[config.mk]
export PLATFORM = sky130hd
export DESIGN_NAME = dram_abs_seq
export DESIGN_NICKNAME = d
export VERILOG_FILES = /design/src/rtl/dram_abs_pkg.sv /design/src/rtl/dram_addr_split.sv /design/src/rtl/dram_phase_seq.sv /design/src/rtl/dram_seg_pack.sv /design/src/rtl/dram_abs_seq.sv
export SDC_FILE = /design/constraint.sdc
export NUM_CORES = 1
export LEC_CHECK = 0
export BUFFER_PORTS_ARGS = -buffer_cell sky130_fd_sc_hd__buf_2
export CAP_MARGIN = 30
export CORE_ASPECT_RATIO = 0.8
export CORE_MARGIN = 4
export CORE_UTILIZATION = 57
export CTS_CLUSTER_SIZE = 16
export DETAILED_ROUTE_END_ITERATION = 16
export GPL_TIMING_DRIVEN = 0
export PLACE_DENSITY = 0.9
export SKIP_LAST_GASP = 1
export SLEW_MARGIN = 25
export SYNTH_ARGS = -nofsm -noshare
export SYNTH_HDL_FRONTEND = slang
export SYNTH_SLANG_ARGS = --single-unit
[constraint.sdc]
create_clock -name clk -period 8.4 [get_ports clk]
set_clock_uncertainty 0.05 [all_clocks]
set_input_delay 1.68 -clock clk [delete_from_list [all_inputs] [get_ports clk]]
set_output_delay 1.68 -clock clk [all_outputs]
set_load 0.05 [all_outputs]
[src/rtl/dram_abs_pkg.sv]
package dram_abs_pkg;
  typedef enum logic [2:0] {
    PH_IDLE = 3'd0,
    PH_ROW  = 3'd1,
    PH_COL  = 3'd2,
    PH_DATA = 3'd3,
    PH_PRE  = 3'd4
  } phase_t;
endpackage

[src/rtl/dram_addr_split.sv]
module dram_addr_split #(
  parameter int BASE_RW = 8,
  parameter int SEL_W   = 2,
  localparam int NUM_WIDTHS = 1 << SEL_W,
  localparam int MA_W       = BASE_RW + NUM_WIDTHS - 1,
  localparam int ADDR_W     = 2 * MA_W
) (
  input  logic [SEL_W-1:0]  width_sel,
  input  logic [ADDR_W-1:0] addr,
  output logic [MA_W-1:0]   row,
  output logic [MA_W-1:0]   col
);
  logic [MA_W-1:0] rows [NUM_WIDTHS];
  logic [MA_W-1:0] cols [NUM_WIDTHS];

  // One split per selectable width; low bits form the row, the next group the column.
  for (genvar g = 0; g < NUM_WIDTHS; g++) begin : g_width
    localparam int RW = BASE_RW + g;
    always_comb begin
      rows[g] = '0;
      cols[g] = '0;
      rows[g][RW-1:0] = addr[RW-1:0];
      cols[g][RW-1:0] = addr[2*RW-1:RW];
    end
  end

  assign row = rows[width_sel];
  assign col = cols[width_sel];
endmodule

[src/rtl/dram_phase_seq.sv]
module dram_phase_seq
  import dram_abs_pkg::*;
#(
  parameter int NUM_SEG = 3,
  parameter int TIME_W  = 4,
  localparam int SEG_CNT_W = $clog2(NUM_SEG + 1)
) (
  input  logic                 clk,
  input  logic                 rst_n,
  input  logic                 go,
  input  logic [TIME_W-1:0]    t_row,
  input  logic [TIME_W-1:0]    t_col,
  input  logic [TIME_W-1:0]    t_data,
  input  logic [TIME_W-1:0]    t_pre,
  output phase_t               phase,
  output logic                 capture,
  output logic                 step_end,
  output logic                 done
);
  phase_t                phase_q, phase_d;
  logic [TIME_W-1:0]     cnt_q, cnt_d;
  logic [SEG_CNT_W-1:0]  seg_q, seg_d;
  logic                  done_q, done_d;
  logic [TIME_W-1:0]     row_len_q, col_len_q, data_len_q, pre_len_q;
  logic                  last_cyc;

  // Remaining-cycle load value; a zero length is treated as one cycle.
  function automatic logic [TIME_W-1:0] load_of(input logic [TIME_W-1:0] t);
    return (t == '0) ? '0 : t - 1'b1;
  endfunction

  assign last_cyc = (cnt_q == '0);

  always_comb begin
    phase_d = phase_q;
    cnt_d   = cnt_q;
    seg_d   = seg_q;
    done_d  = 1'b0;
    if (phase_q != PH_IDLE && !last_cyc) begin
      cnt_d = cnt_q - 1'b1;
    end
    unique case (phase_q)
      PH_IDLE: begin
        if (go) begin
          phase_d = PH_ROW;
          cnt_d   = load_of(t_row);
          seg_d   = '0;
        end
      end
      PH_ROW: begin
        if (last_cyc) begin
          phase_d = PH_COL;
          cnt_d   = load_of(col_len_q);
        end
      end
      PH_COL: begin
        if (last_cyc) begin
          phase_d = PH_DATA;
          cnt_d   = load_of(data_len_q);
        end
      end
      PH_DATA: begin
        if (last_cyc) begin
          phase_d = PH_PRE;
          cnt_d   = load_of(pre_len_q);
        end
      end
      PH_PRE: begin
        if (last_cyc) begin
          if (seg_q == SEG_CNT_W'(NUM_SEG - 1)) begin
            phase_d = PH_IDLE;
            done_d  = 1'b1;
          end else begin
            phase_d = PH_ROW;
            cnt_d   = load_of(row_len_q);
            seg_d   = seg_q + 1'b1;
          end
        end
      end
      default: phase_d = PH_IDLE;
    endcase
  end

  always_ff @(posedge clk or negedge rst_n) begin
    if (!rst_n) begin
      phase_q    <= PH_IDLE;
      cnt_q      <= '0;
      seg_q      <= '0;
      done_q     <= 1'b0;
      row_len_q  <= '0;
      col_len_q  <= '0;
      data_len_q <= '0;
      pre_len_q  <= '0;
    end else begin
      phase_q <= phase_d;
      cnt_q   <= cnt_d;
      seg_q   <= seg_d;
      done_q  <= done_d;
      if (go) begin
        row_len_q  <= t_row;
        col_len_q  <= t_col;
        data_len_q <= t_data;
        pre_len_q  <= t_pre;
      end
    end
  end

  assign phase    = phase_q;
  assign capture  = (phase_q == PH_DATA) && last_cyc;
  assign step_end = (phase_q == PH_PRE) && last_cyc;
  assign done     = done_q;
endmodule

[src/rtl/dram_seg_pack.sv]
module dram_seg_pack #(
  parameter int SEG_W   = 8,
  parameter int NUM_SEG = 3,
  localparam int WORD_W = SEG_W * NUM_SEG
) (
  input  logic              clk,
  input  logic              rst_n,
  input  logic              load,
  input  logic [WORD_W-1:0] wdata,
  input  logic              advance,
  input  logic              capture,
  input  logic [SEG_W-1:0]  dq_in,
  output logic [SEG_W-1:0]  seg_out,
  output logic [WORD_W-1:0] rdata
);
  logic [WORD_W-1:0] wbuf_q, wbuf_d;
  logic [WORD_W-1:0] rbuf_q, rbuf_d;

  always_comb begin
    wbuf_d = wbuf_q;
    if (load) begin
      wbuf_d = wdata;
    end else if (advance) begin
      wbuf_d = wbuf_q >> SEG_W;   // next more significant segment moves down
    end
  end

  always_comb begin
    rbuf_d = rbuf_q;
    if (capture) begin
      rbuf_d = {dq_in, rbuf_q[WORD_W-1:SEG_W]};  // first segment ends at the bottom
    end
  end

  always_ff @(posedge clk or negedge rst_n) begin
    if (!rst_n) begin
      wbuf_q <= '0;
      rbuf_q <= '0;
    end else begin
      wbuf_q <= wbuf_d;
      rbuf_q <= rbuf_d;
    end
  end

  assign seg_out = wbuf_q[SEG_W-1:0];
  assign rdata   = rbuf_q;
endmodule

[src/rtl/dram_abs_seq.sv]
module dram_abs_seq
  import dram_abs_pkg::*;
#(
  parameter int SEG_W   = 8,
  parameter int NUM_SEG = 3,
  parameter int BASE_RW = 8,
  parameter int SEL_W   = 2,
  parameter int TIME_W  = 4,
  localparam int MODE_W = SEL_W + 2,
  localparam int MA_W   = BASE_RW + (1 << SEL_W) - 1,
  localparam int ADDR_W = 2 * MA_W,
  localparam int WORD_W = SEG_W * NUM_SEG
) (
  input  logic              clk,
  input  logic              rst_n,
  input  logic [MODE_W-1:0] mode,
  input  logic              inc_rd,
  input  logic              inc_wr,
  input  logic [TIME_W-1:0] t_row,
  input  logic [TIME_W-1:0] t_col,
  input  logic [TIME_W-1:0] t_data,
  input  logic [TIME_W-1:0] t_pre,
  input  logic              start,
  input  logic              wr,
  input  logic [ADDR_W-1:0] base,
  input  logic [WORD_W-1:0] wdata,
  output logic              busy,
  output logic              done,
  output logic [WORD_W-1:0] rdata,
  output logic [ADDR_W-1:0] next_base,
  output logic [MA_W-1:0]   ma,
  output logic              ras_n,
  output logic              cas_n,
  output logic              we_n,
  output logic [SEG_W-1:0]  dq_out,
  output logic              dq_oe,
  input  logic [SEG_W-1:0]  dq_in
);
  // Reset: asserts at once, releases after two clock edges.
  logic [1:0] rst_sync_q;
  logic       rst_ni;
  always_ff @(posedge clk or negedge rst_n) begin
    if (!rst_n) rst_sync_q <= 2'b00;
    else        rst_sync_q <= {rst_sync_q[0], 1'b1};
  end
  assign rst_ni = rst_sync_q[1];

  phase_t             phase;
  logic               capture, step_end, go, abs_mode, in_cas, in_access;
  logic [SEL_W-1:0]   sel_q;
  logic               wr_q, inc_q;
  logic [ADDR_W-1:0]  addr_q, addr_d;
  logic [MA_W-1:0]    row_a, col_a;
  logic [SEG_W-1:0]   seg_out;

  assign abs_mode = &mode[MODE_W-1:SEL_W];
  assign go       = start && abs_mode && (phase == PH_IDLE);

  always_comb begin
    addr_d = addr_q;
    if (go) begin
      addr_d = base;
    end else if (step_end && inc_q) begin
      addr_d = addr_q + 1'b1;
    end
  end

  always_ff @(posedge clk or negedge rst_ni) begin
    if (!rst_ni) begin
      sel_q  <= '0;
      wr_q   <= 1'b0;
      inc_q  <= 1'b0;
      addr_q <= '0;
    end else begin
      addr_q <= addr_d;
      if (go) begin
        sel_q <= mode[SEL_W-1:0];
        wr_q  <= wr;
        inc_q <= wr ? inc_wr : inc_rd;
      end
    end
  end

  dram_phase_seq #(.NUM_SEG(NUM_SEG), .TIME_W(TIME_W)) u_seq (
    .clk      (clk),
    .rst_n    (rst_ni),
    .go       (go),
    .t_row    (t_row),
    .t_col    (t_col),
    .t_data   (t_data),
    .t_pre    (t_pre),
    .phase    (phase),
    .capture  (capture),
    .step_end (step_end),
    .done     (done)
  );

  dram_addr_split #(.BASE_RW(BASE_RW), .SEL_W(SEL_W)) u_split (
    .width_sel (sel_q),
    .addr      (addr_q),
    .row       (row_a),
    .col       (col_a)
  );

  dram_seg_pack #(.SEG_W(SEG_W), .NUM_SEG(NUM_SEG)) u_pack (
    .clk     (clk),
    .rst_n   (rst_ni),
    .load    (go),
    .wdata   (wdata),
    .advance (step_end),
    .capture (capture && !wr_q),
    .dq_in   (dq_in),
    .seg_out (seg_out),
    .rdata   (rdata)
  );

  assign in_cas    = (phase == PH_COL) || (phase == PH_DATA);
  assign in_access = in_cas || (phase == PH_ROW);

  always_comb begin
    ma = '0;
    if (phase == PH_ROW) ma = row_a;
    else if (in_cas)     ma = col_a;
  end

  assign ras_n     = !in_access;
  assign cas_n     = !in_cas;
  assign dq_oe     = in_cas && wr_q;
  assign we_n      = !dq_oe;
  assign dq_out    = dq_oe ? seg_out : '0;
  assign busy      = (phase != PH_IDLE);
  assign next_base = addr_q;
endmodule

Yosys cells after proc, flatten, opt, wreduce, memory -nomap -nowiden
Cells that the tools add are included.
{"block": "totals", "wordCells": 106, "output_inout_bits": 71, "inputBits": 80, "regBits": 102}
{"block": "op_classes", "n_eq_ne": 11, "muxes": 41, "order_cmp": 1, "bitwise": 1, "n_reduce_logical": 29, "n_addsub": 8}
{"cell": "two-way mux 11 bit", "count": 6}
{"cell": "two-way mux 24 bit", "count": 2}
{"cell": "two-way mux 4 bit", "count": 12}
{"cell": "binary-select mux 11 bit (select 2 bit)", "count": 2}
{"cell": "two-way mux 22 bit", "count": 2}
{"cell": "zero test 4 bit", "count": 6}
{"cell": "subtractor 4 x 1 -> 4 bit, second input constant", "count": 6}
{"cell": "adder 22 x 1 -> 22 bit, second input constant", "count": 1}
{"cell": "one-hot mux 4 bit (5 select lines)", "count": 1}
{"cell": "two-way mux 3 bit", "count": 5}
{"cell": "one-hot mux 3 bit (5 select lines)", "count": 1}
{"cell": "logical AND 1 bit", "count": 8}
{"cell": "two-way mux 8 bit", "count": 1}
{"cell": "!= test 2 x 1 -> 1 bit, second input constant", "count": 4}
{"cell": "equality test 3 x 2 -> 1 bit, second input constant", "count": 2}
{"cell": "two-way mux 2 bit", "count": 3}
{"cell": "nonzero test 2 bit", "count": 3}
{"cell": "zero test 1 bit", "count": 5}
{"cell": "two-way mux 1 bit", "count": 5}
{"cell": "AND reduction 5 bit", "count": 1}
{"cell": "!= test 2 bit, second input constant", "count": 2}
{"cell": "one-hot mux 2 bit (2 select lines)", "count": 1}
{"cell": "AND reduction 4 bit", "count": 1}
{"cell": "equality test 3 x 1 -> 1 bit, second input constant", "count": 1}
{"cell": "9 further kinds", "count": 10}

Depth between registers and ports, before layout
Gate-level depths: netlist (run 1).
{"block": "logic_depth", "ltp_word": 7, "ltp_mapped": 8}

Hierarchy
A second synthesis (run 1) with hierarchy kept.
{"block": "unflattened", "hier_cells": 584, "hier_area_um2": 5941.9}
{"module": "dram_seg_pack", "area_each_um2": 2143.3, "instances": 1, "cells_per_inst": 163}
{"module": "dram_phase_seq", "area_each_um2": 1736.7, "instances": 1, "cells_per_inst": 189}
{"module": "dram_abs_seq", "area_each_um2": 1701.6, "instances": 1, "cells_per_inst": 204}
{"module": "dram_addr_split", "area_each_um2": 360.3, "instances": 1, "cells_per_inst": 28}

Least setup slack after synthesis (run 1)
No wires, ideal clock.
{"block": "synth_timing", "path_kind": "register to output", "startpoint": "reg sel_q[0]", "endpoint": "out ma[8]", "slack_ns": 4.490, "path_stages_with_launch": 6, "arrival_ns": 2.180, "n_path_buf": 2, "path_cell_list": "dfrtp_1 > clkbuf_1 > buf_2 > mux2_2 > a21oi_1 > o21ai_0"}
{"block": "synth_via", "elab_chain_len": 6, "word_cells_on_any_way": 9, "classes_between": "mux (8); bitwise (1)"}
{"item": "from (decl)", "line_no": "dram_abs_seq.sv:50", "source": "logic [SEL_W-1:0] sel_q;"}
{"item": "from (signal assigned)", "line_no": "dram_abs_seq.sv:77", "source": "sel_q <= mode[SEL_W-1:0];"}
{"item": "NOT 2 -> 3 bit (not written as such) *", "line_no": "dram_addr_split.sv:27, dram_addr_split.sv:28"}
{"item": "binary-select mux 11 bit (select 2 bit)", "line_no": "dram_addr_split.sv:28", "source": "assign col = cols[width_sel];"}
{"item": "two-way mux 11 bit (not written as such) (2 in series)", "line_no": "dram_addr_split.sv:28"}
{"item": "two-way mux 11 bit", "line_no": "dram_abs_seq.sv:123", "source": "else if (in_cas) ma = col_a;"}
{"item": "two-way mux 11 bit *", "line_no": "dram_abs_seq.sv:122", "source": "if (phase == PH_ROW) ma = row_a;"}
{"item": "to (decl)", "line_no": "dram_abs_seq.sv:31", "source": "output logic [MA_W-1:0] ma,"}
Mark *: on every way between the ends. The rest lies on a longest branch, timed or not. The select of a mux whose other input is x is not followed.

Worst setup path after layout (run 1)
{"block": "layout_timing", "startpoint": "reg u_seq.phase_q[2], in the netlist u_seq.phase[2]", "endpoint": "out ma[10]"}
{"block": "layout_via", "elab_chain_len": 4, "word_cells_on_any_way": 6, "classes_between": "eq/ne (3); mux (2); reduce/logical (1)"}
{"item": "from (decl)", "line_no": "dram_phase_seq.sv:20", "source": "phase_t phase_q, phase_d;"}
{"item": "from (signal assigned)", "line_no": "dram_phase_seq.sv:95", "source": "phase_q <= phase_d;"}
{"item": "equality test 3 x 2 -> 1 bit", "line_no": "dram_abs_seq.sv:117", "source": "assign in_cas = (phase == PH_COL) || (phase == PH_DATA);"}
{"item": "logical OR 1 bit", "line_no": "dram_abs_seq.sv:117"}
{"item": "two-way mux 11 bit", "line_no": "dram_abs_seq.sv:123"}
{"item": "two-way mux 11 bit *", "line_no": "dram_abs_seq.sv:122"}
Mark *: on every way between the ends. The rest lies on a longest branch, timed or not.

==> results of run 1 <==
==> kinds of logic after synthesis <==
logic type	after synthesis
AND/OR/NAND/NOR	210
AO/OA/AOI/OAI	111
flip-flops	102
buffers and inverters	56
multiplexers	51
XOR/XNOR	29
adder cells (fa/ha/maj)	13
other	1
==> worst max-delay path, delay by kind of cell, from the launching register on <==
family / cells / cell delay [ns]
AND/OR/NAND/NOR: 2 / 0.44
buffers and inverters: 4 / 1.34
flip-flops: 1 / 0.36
AO/OA/AOI/OAI: 1 / 0.14
==> layout by cell type (no fill, tap or decap), drive strengths merged, types with 3 or more instances in the layout <==
| cell | n |
|---|---|
| mux4 | 8 |
| and2 | 3 |
| mux2i | 17 |
| nor3 | 21 |
| nand4 | 7 |
| o22a | 4 |
| nor3b | 5 |
| a22o | 11 |
| o211ai | 3 |
| xor2 | 4 |
| nor4 | 5 |
| a21oi | 15 |
| dfrtp | 102 |
| clkbuf | 27 |
| inv | 24 |
| xnor2 | 25 |
| o21ai | 53 |
| nand2 | 110 |
| a22oi | 8 |
| and3 | 12 |
| mux2 | 26 |
| buf | 170 |
| o22ai | 6 |
| nor2 | 20 |
| a31oi | 3 |
| nand3 | 16 |
| ha | 13 |
==> registers in the layout, summed over array words and instances (netlist names), 3 cells and up <==
name and count:
u_pack.rdata 24, u_seq.cnt_q 4, u_seq.col_len_q 4, u_seq.row_len_q 4
u_seq.data_len_q 4, u_seq.pre_len_q 4, u_pack.wbuf_q 24, next_base 22
u_seq.phase 3
==> metrics by stage <==
step	hold slack, ns	std cells
2_1_floorplan	0.2812	573
3_3_place_gp	0.2871	842
3_5_place_dp	0.2083	844
4_1_cts	0.2147	860
5_1_grt	0.2381	860
6_report	0.1997	860
==> metal layers <==
layer | global-route usage | vias up | routed length [um]
met5 | 0 | - | 0
li1 | - | 2325 | -
met4 | 0.05699 | 0 | 293
met3 | 0.07130 | 32 | 1347
met2 | 0.4147 | 285 | 6990
met1 | 0.3578 | 2413 | 6367
==> report_power, final <==
part	leakage [nW]	switching (mW)	internal, mW
sequential	1.25	0.237	0.716
combinational	1.90	1.11	0.567
clock	0.167	0.193	0.275
==> synthesized netlist by cell type (12+ instances only) <==
| library cell | n | area [um2] |
|---|---|---|
| mux2i_1 | 17 | 170.2 |
| nand2_1 | 109 | 409.1 |
| nor3_1 | 20 | 100.1 |
| nand3_1 | 16 | 80.08 |
| nor2_1 | 19 | 71.32 |
| ha_1 | 13 | 162.7 |
| a21oi_1 | 15 | 75.07 |
| buf_2 | 14 | 70.07 |
| xnor2_1 | 25 | 219.0 |
| and3_1 | 12 | 75.07 |
| o21ai_0 | 51 | 255.2 |
| dfrtp_1 | 102 | 2552 |
| inv_1 | 20 | 75.07 |
| clkbuf_1 | 16 | 60.06 |
| mux2_4 | 20 | 300.3 |
==> worst min-delay path by stage <==
| stage | start | to | slack (ns) | depth (start not counted) |
|---|---|---|---|---|
| after floorplan | rst_sync_q[0] | rst_sync_q[1] | 0.28 | 0 |
| after global placement | rst_sync_q[0] | rst_sync_q[1] | 0.29 | 0 |
| after detailed placement | rst_sync_q[1] | u_seq.done | 0.21 | 0 |
| after CTS | rst_sync_q[1] | u_seq.row_len_q[0] | 0.21 | 0 |
| after global routing | rst_sync_q[1] | u_seq.row_len_q[0] | 0.24 | 0 |
| final | rst_sync_q[1] | u_seq.cnt_q[0] | 0.20 | 0 |
==> cell type report <==
cell class | count | area [um2]
multi-input cells | 415 | 2810
fillers | 700 | 2709
flip-flops and latches | 102 | 2556
repair buffers | 152 | 790.8
clock buffers | 10 | 239.0
plain buffers | 35 | 176.4
well taps | 119 | 148.9
clock inverters | 6 | 100.1
inverters | 21 | 78.83
==> out/metrics.csv, run 1 <==
metric,value,unit
CTS Sinks,102,
Layout Utilization,0.7181,
final setup violating endpoints,0,
post-cts sizing count,0,
Worst setup SP type,register,
worst setup path endpoint,ma[10],
Syn Inst Count,573,
Die W,119.0,um
GRT overflow,0,
Lkg Pwr,3.320,nW
largest family of logic cells by synthesized area,simple AND/OR/NAND/NOR gates,
wire per inst,17.44,um
biggest fanout along the worst timing path,10,
CTS tree,done,
Max VDD drop,0.0002272,V
first-pass GRT wire length,24180,um
pin count of the biggest net entering global routing,43,
Synth-to-Final Area Change,22.83,%
GP Congestion,0.9003,
YS warnings,0,
RSZ-0062 raised after global routing,false,
Syn Nets,666,
first drt pass iteration count,5,
Post-DRT Antenna Nets,0,
initial antenna violation count,0,
pre-CTS WS,4.499,ns
setup bufs post-CTS,0,
Crit Path Class,reg2out,
PD cells,448.4,nW/um2
critical path cell sequence,buf_4 -> and2b_1 -> clkbuf_1 -> clkbuf_1 -> a22oi_1 -> nor2_1 -> buf_2,
All-Layer GR Usage,0.2598,
diode count,0,
"Hold Vio Cnt, Final",0,
sum of negative setup slack,0,ns
HPWL after detailed placement,11300,um
Tmin final,4.366,ns
Reg-to-Reg Start,u_seq.cnt_q[0],
Hold Crit Class,reg2async,
Simple-Gate Fraction of Synth Area,0.1766,
"Clk pin slew, worst setup/hold paths",0.07,ns
DR vias/cell,5.878,
Worst EP required,6.67,ns
die height,96.80,um
Register-to-Register Path Depth,7,
PnR worst setup slack,4.034,ns
Inserted Clock Buffers,9,
Final Slew Violations,0,
Compound-Gate Fraction of Synth Area,0.1209,
internal reg-to-reg setup slack,6.01,ns
Final Net Count,829,
H-tree depth,3,
Worst Setup End Kind,output port,
Max Cap Violations,0,
Main synth FF type,dfrtp_1,
Synth Area in Adders,0.02895,
f_max,229.1,MHz
post-synthesis xor/xnor area fraction,0.04521,
DIE AREA,11520,um2
"Async S/R FF share, synth",1.000,
worst-skew pair later-pin latency,0.35,ns
final instance area,6900,um2
Final Power,3.094,mW
via count,5055,
critical path's largest stage delay,0.48,ns
post-synthesis register bit count,102,
clock root buffer,clkbuf_16,
residual DRC count,0,
critical path data arrival time,2.64,ns
Worst R2R End,u_seq.cnt_q[1],
outcome,"complete, no violations",
multiplexer area fraction after synthesis,0.1278,
Final Cycle Share,0.5197,
synthesized area,5618,um2
CTS Buffer Depth,2,
share of cells above drive strength 1,0.3077,
crit path from,u_seq.phase[2],
port bufs,150,
Placed Area,6561,um2
row cnt,32,
CTS Hold Bufs,0,
Initial DRC Count,475,
routed wire length,15000,um
"Avg Cell Area, Syn",9.804,um2
CORE AREA,9609,um2
# IOs,151,
number of synthesized flops with an enable pin,0,
Initial Util,0.5846,
relative slew slack,0.5484,
synth unique cells,51,
measured slew at the worst slew-check pin,0.6749,ns
most frequent CP cell,clkbuf_1,
"slowest stage cell, crit path",clkbuf_1,
"Seq/Total Area, Yosys",0.4543,
vias in the first global route,4848,
Note: power is estimated with default switching activity, not from simulation.
==> inputs of run 2 (changes only) <==
--- a/config.mk
+++ b/config.mk
@@ -9,11 +9,11 @@
 export CAP_MARGIN = 30
 export CORE_ASPECT_RATIO = 0.8
 export CORE_MARGIN = 4
-export CORE_UTILIZATION = 57
+export CORE_UTILIZATION = 48
 export CTS_CLUSTER_SIZE = 16
 export DETAILED_ROUTE_END_ITERATION = 16
 export GPL_TIMING_DRIVEN = 0
-export PLACE_DENSITY = 0.9
+export PLACE_DENSITY = 0.81
 export SKIP_LAST_GASP = 1
 export SLEW_MARGIN = 25
 export SYNTH_ARGS = -nofsm -noshare
==> constraint.sdc (replaced) <==
create_clock -name clk -period 3.7 [get_ports clk]
set_clock_uncertainty 0.05 [all_clocks]
set_input_delay 0.74 -clock clk [delete_from_list [all_inputs] [get_ports clk]]
set_output_delay 0.74 -clock clk [all_outputs]
set_load 0.05 [all_outputs]
==> run 2 against run 1 <==
Compared with the run above:
- worst setup slack got worse by 3.8 ns
- worst hold slack got worse by 0.081 ns
- largest power group unchanged
- die area increased by 17%
- global-route usage decreased by 3.0 points
- power increased by 120%
- sequential share of layout area about the same
==> out/metrics.csv, run 2 (synthesis results as in run 1) <==
metric,value,unit
wire per inst,17.41,um
met3 usage,0.05570,
first-pass GRT wire length,25030,um
worst setup path endpoint,ma[10],
Worst Setup End Kind,output port,
routed wire length,15460,um
row cnt,35,
"most common cell after layout, fill and taps aside",buf_2,
Hold WS,0.1183,ns
Die W,129.0,um
CTS Hold Bufs,0,
Final Power,6.919,mW
Final Net Count,829,
All-Layer GR Usage,0.2295,
# IOs,151,
"Hold Vio Cnt, Final",0,
# fillers,977,
"Clk pin slew, worst setup/hold paths",0.07,ns
GR peak layer,met2,
GRT overflow,0,
biggest fanout along the worst timing path,10,
critical path data arrival time,2.66,ns
PD cells,1002,nW/um2
setup bufs post-CTS,0,
CTS tree,done,
most frequent cells in the layout,"buf_2 (164), nand2_1 (109), dfrtp_1 (101), o21ai_0 (51), xnor2_1 (25)",
Post-DRT Antenna Nets,0,
CTS Buffer Depth,2,
Placed Area,6598,um2
Max Cap Violations,0,
Reg-to-Reg Start,u_seq.cnt_q[0],
via count,5067,
Hold Crit Class,in2async,
Final Cycle Share,0.9312,
critical path cell sequence,buf_4 -> and2b_1 -> clkbuf_1 -> clkbuf_1 -> a22oi_1 -> nor2_1 -> buf_2,
HPWL after detailed placement,11770,um
crit path from,u_seq.phase[2],
measured slew at the worst slew-check pin,0.7807,ns
RSZ-0062 raised after global routing,false,
"slowest stage cell, crit path",clkbuf_1,
Worst R2R End,u_seq.cnt_q[1],
Tmin final,3.445,ns
critical path's largest stage delay,0.47,ns
first drt pass iteration count,5,
pin count of the biggest net entering global routing,38,
final setup violating endpoints,0,
vias in the first global route,4977,
CORE AREA,11470,um2
Initial Util,0.4896,
outcome,"complete, no violations",
CTS Sinks,102,
GP Congestion,0.8995,
f_max,290.2,MHz
most frequent CP cell,clkbuf_1,
Final Slew Violations,0,
met1 usage,0.3283,
relative slew slack,0.4776,
final instance area,6905,um2
worst-skew pair later-pin latency,0.34,ns
clock root buffer,clkbuf_16,
Layout Utilization,0.6019,
Synth-to-Final Area Change,22.92,%
post-cts sizing count,0,
DIE AREA,13510,um2
H-tree depth,3,
port bufs,150,
share of cells above drive strength 1,0.3068,
Worst EP required,2.91,ns
residual DRC count,0,
Register-to-Register Path Depth,7,
DR vias/cell,5.706,
Crit Path Class,reg2out,
diode count,0,
Max VDD drop,0.0004365,V
die height,104.8,um
Lkg Pwr,3.301,nW
Worst setup SP type,register,
met2 global-route usage,0.3561,
Initial DRC Count,479,
Inserted Clock Buffers,9,
initial antenna violation count,0,
sum of negative setup slack,0,ns
internal reg-to-reg setup slack,1.31,ns
run 2: stage by stage:
| step | cells | setup WS, ns |
|---|---|---|
| after floorplan | 573 | 0.5983 |
| after global placement | 871 | -0.3878 |
| after detailed placement | 873 | 0.7383 |
| after CTS | 888 | 0.3236 |
| after global routing | 888 | 0.1979 |
| final | 888 | 0.2546 |
run 2: layout make-up:
cell class / instances / area (um2) / area share
tap: 148 / 185.2 / 0.02682
buffer: 35 / 176.4 / 0.02555
inverter: 21 / 78.83 / 0.01142
sequential: 102 / 2556 / 0.3702
clock inverter: 4 / 55.05 / 0.007972
multi-input combinational: 415 / 2810 / 0.4070
clock buffer: 11 / 252.7 / 0.03660
timing repair buffer: 152 / 790.8 / 0.1145
run 2: routing by layer:
layer | vias to the layer above | share of wire
met5 | - | 0
met4 | 0 | 0.012
met3 | 22 | 0.10
met2 | 281 | 0.45
met1 | 2434 | 0.44
li1 | 2330 | -
run 2: worst min path at each step:
stage                  startpoint             to  cells after the start
floorplan           rst_sync_q[0]  rst_sync_q[1]                      0
global placement    rst_sync_q[0]  rst_sync_q[1]                      0
detailed placement  rst_sync_q[1]   next_base[4]                      0
CTS                         rst_n  rst_sync_q[1]                      1
global route                rst_n  rst_sync_q[1]                      1
finish                      rst_n  rst_sync_q[1]                      1
run 2: critical path: cells and delay by family, from the launching register on:
family / cells / cell delay, ns
flip-flops: 1 / 0.37
AND/OR/NAND/NOR: 2 / 0.44
AO/OA/AOI/OAI: 1 / 0.15
buffers and inverters: 4 / 1.35
run 2: power by group:
part,internal (mW),switching [mW],total (mW)
Combinational,1.28,2.49,3.77
Clock,0.562,0.414,0.976
Sequential,1.62,0.548,2.17
==> inputs of run 3 (changes only) <==
--- a/config.mk
+++ b/config.mk
@@ -9,11 +9,10 @@
 export CAP_MARGIN = 30
 export CORE_ASPECT_RATIO = 0.8
 export CORE_MARGIN = 4
-export CORE_UTILIZATION = 48
+export CORE_UTILIZATION = 53
 export CTS_CLUSTER_SIZE = 16
 export DETAILED_ROUTE_END_ITERATION = 16
-export GPL_TIMING_DRIVEN = 0
-export PLACE_DENSITY = 0.81
+export PLACE_DENSITY = 0.84
 export SKIP_LAST_GASP = 1
 export SLEW_MARGIN = 25
 export SYNTH_ARGS = -nofsm -noshare
==> constraint.sdc (replaced) <==
create_clock -name clk -period 3.6 [get_ports clk]
set_clock_uncertainty 0.05 [all_clocks]
set_input_delay 0.72 -clock clk [delete_from_list [all_inputs] [get_ports clk]]
set_output_delay 0.72 -clock clk [all_outputs]
set_load 0.05 [all_outputs]
==> run 3 against run 2 <==
Compared with the run above:
- sequential share of layout area increased by 0.77 points
- flip-flop and latch count unchanged
- die area is 8.8% lower
- register-to-register slack worse by 0.44 ns
- combinational power decreased by 2%
- global-route usage increased by 1.2 points
- non-clock buffer count fell by 28
- worst setup slack improved by 0.36 ns
- cell area fell by 2.0%
- worst hold slack got worse by 0.027 ns
- highest routed layer is now met5
- final cell count decreased by 3.8%
- clock-buffer cell count down 1
==> out/metrics.csv, run 3 (synthesis results as in run 1) <==
metric,value,unit
Die W,123.1,um
Initial DRC Count,482,
HPWL after detailed placement,10840,um
Synth-to-Final Area Change,20.42,%
CTS Buffer Depth,2,
CTS Sinks,102,
Reg-to-Reg Start,u_seq.cnt_q[0],
outcome,"complete, no violations",
Worst R2R End,next_base[5],
Hold Crit Class,in2async,
# IOs,151,
measured slew at the worst slew-check pin,0.6924,ns
share of cells above drive strength 1,0.3043,
Worst setup SP type,register,
via count,4881,
GRT overflow,0,
first-pass GRT wire length,23750,um
Post-DRT Antenna Nets,0,
CORE AREA,10280,um2
GP Congestion,0.9028,
port bufs,150,
f_max,335.3,MHz
Final Slew Violations,0,
internal reg-to-reg setup slack,0.87,ns
RSZ-0062 raised after global routing,false,
post-cts sizing count,0,
CP bufs+invs,2,
Final Cycle Share,0.8284,
PD cells,1048,nW/um2
die height,100.1,um
Crit Path Class,reg2out,
CTS tree,done,
Initial Util,0.5464,
worst-skew pair later-pin latency,0.35,ns
row cnt,33,
Hold WS,0.09129,ns
critical path cell sequence,and2b_1 -> inv_1 -> o21ai_0 -> and2_1 -> buf_2,
initial antenna violation count,1,
crit-path leading delay family,simple AND/OR/NAND/NOR gates,
vias in the first global route,4832,
Register-to-Register Path Depth,7,
wire per inst,17.49,um
Max VDD drop,0.0004212,V
biggest fanout along the worst timing path,17,
Worst EP required,2.83,ns
setup bufs post-CTS,0,
DIE AREA,12320,um2
pin count of the biggest net entering global routing,53,
"most common cell after layout, fill and taps aside",buf_2,
"Clk pin slew, worst setup/hold paths",0.07,ns
critical path's largest stage delay,0.57,ns
DR vias/cell,5.715,
first drt pass iteration count,5,
CTS Hold Bufs,0,
Final Net Count,801,
Max Cap Violations,0,
residual DRC count,0,
final setup violating endpoints,0,
# fillers,820,
Worst Setup End Kind,output port,
sum of negative setup slack,0,ns
routed wire length,14940,um
H-tree depth,3,
clock root buffer,clkbuf_16,
Tmin final,2.982,ns
"Hold Vio Cnt, Final",0,
Inserted Clock Buffers,9,
most frequent cells in the layout,"buf_2 (150), nand2_1 (109), dfrtp_1 (101), o21ai_0 (51), xnor2_1 (25)",
Lkg Pwr,3.216,nW
relative slew slack,0.5379,
All-Layer GR Usage,0.2419,
critical path data arrival time,2.21,ns
"slowest stage cell, crit path",dfrtp_1,
[run 3: cell types whose count changed in the layout (fill, tap and decap cells not counted), moves of 2 or more]
| cell | before | now |
|---|---|---|
| buf_2 | 164 | 150 |
| clkbuf_1 | 16 | 0 |
| buf_4 | 1 | 9 |
| buf_12 | 2 | 0 |
| buf_6 | 3 | 0 |
| inv_8 | 0 | 2 |
[run 3: metrics by stage]
| step | instance area, um2 | power, mW | worst slack (ns) | cells | util |
|---|---|---|---|---|---|
| global placement | 6446 | 5.898 | 0.9721 | 837 | 0.6270 |
| global route | 6763 | 7.473 | 0.4644 | 853 | 0.6578 |
| finish | 6765 | 7.090 | 0.6179 | 854 | 0.6580 |
| floorplan | 5618 | 5.118 | 0.4983 | 573 | - |
| detailed placement | 6446 | 6.042 | 0.8899 | 837 | 0.6270 |
| CTS | 6763 | 7.093 | 0.6379 | 853 | 0.6578 |
[run 3: area by class of cell]
| cell class | count | area (um2) | share of cell area |
|---|---|---|---|
| repair buffers | 159 | 818.3 | 0.1210 |
| clock buffers | 10 | 239.0 | 0.03532 |
| diodes | 1 | 2.502 | 0.0003699 |
| flip-flops and latches | 102 | 2556 | 0.3778 |
| clock inverters | 6 | 77.57 | 0.01147 |
| inverters | 21 | 78.83 | 0.01165 |
| well taps | 140 | 175.2 | 0.02589 |
| multi-input cells | 415 | 2818 | 0.4165 |
[run 3: worst max-delay path by stage]
stage / startpoint / endpoint / slack (ns) / cells after the start
after global routing: u_seq.phase[2] / ma[9] / 0.46 / 5
after floorplan: rst_sync_q[1] / inc_q / 0.50 / 0
after detailed placement: u_seq.cnt_q[0] / u_pack.wbuf_q[11] / 0.89 / 7
after global placement: u_seq.cnt_q[0] / next_base[9] / 0.97 / 7
final: u_seq.phase[2] / ma[9] / 0.62 / 5
after CTS: u_seq.phase[2] / ma[9] / 0.64 / 5
[run 3: worst reg2reg max path, cell delays in order (launching register included)]
cell	delay, ns
dfrtp_1	0.43
inv_1	0.10
ha_1	0.20
nor3b_4	0.62
nand3_1	0.57
nor3_1	0.38
xnor2_1	0.14
o21ai_0	0.10
[run 3: metal layers]
metal | routed length (um) | GRT usage
met1 | 6353 | 0.3238
met2 | 7078 | 0.4007
met3 | 1368 | 0.06535
met4 | 131 | 0.04851
met5 | 7 | 0
[run 3: where the power goes]
part / leakage (nW) / switching, mW / internal, mW
logic: 1.81 / 2.41 / 1.28
registers: 1.25 / 0.707 / 1.67
clock network: 0.153 / 0.452 / 0.570
total: 3.22 / 3.57 / 3.52
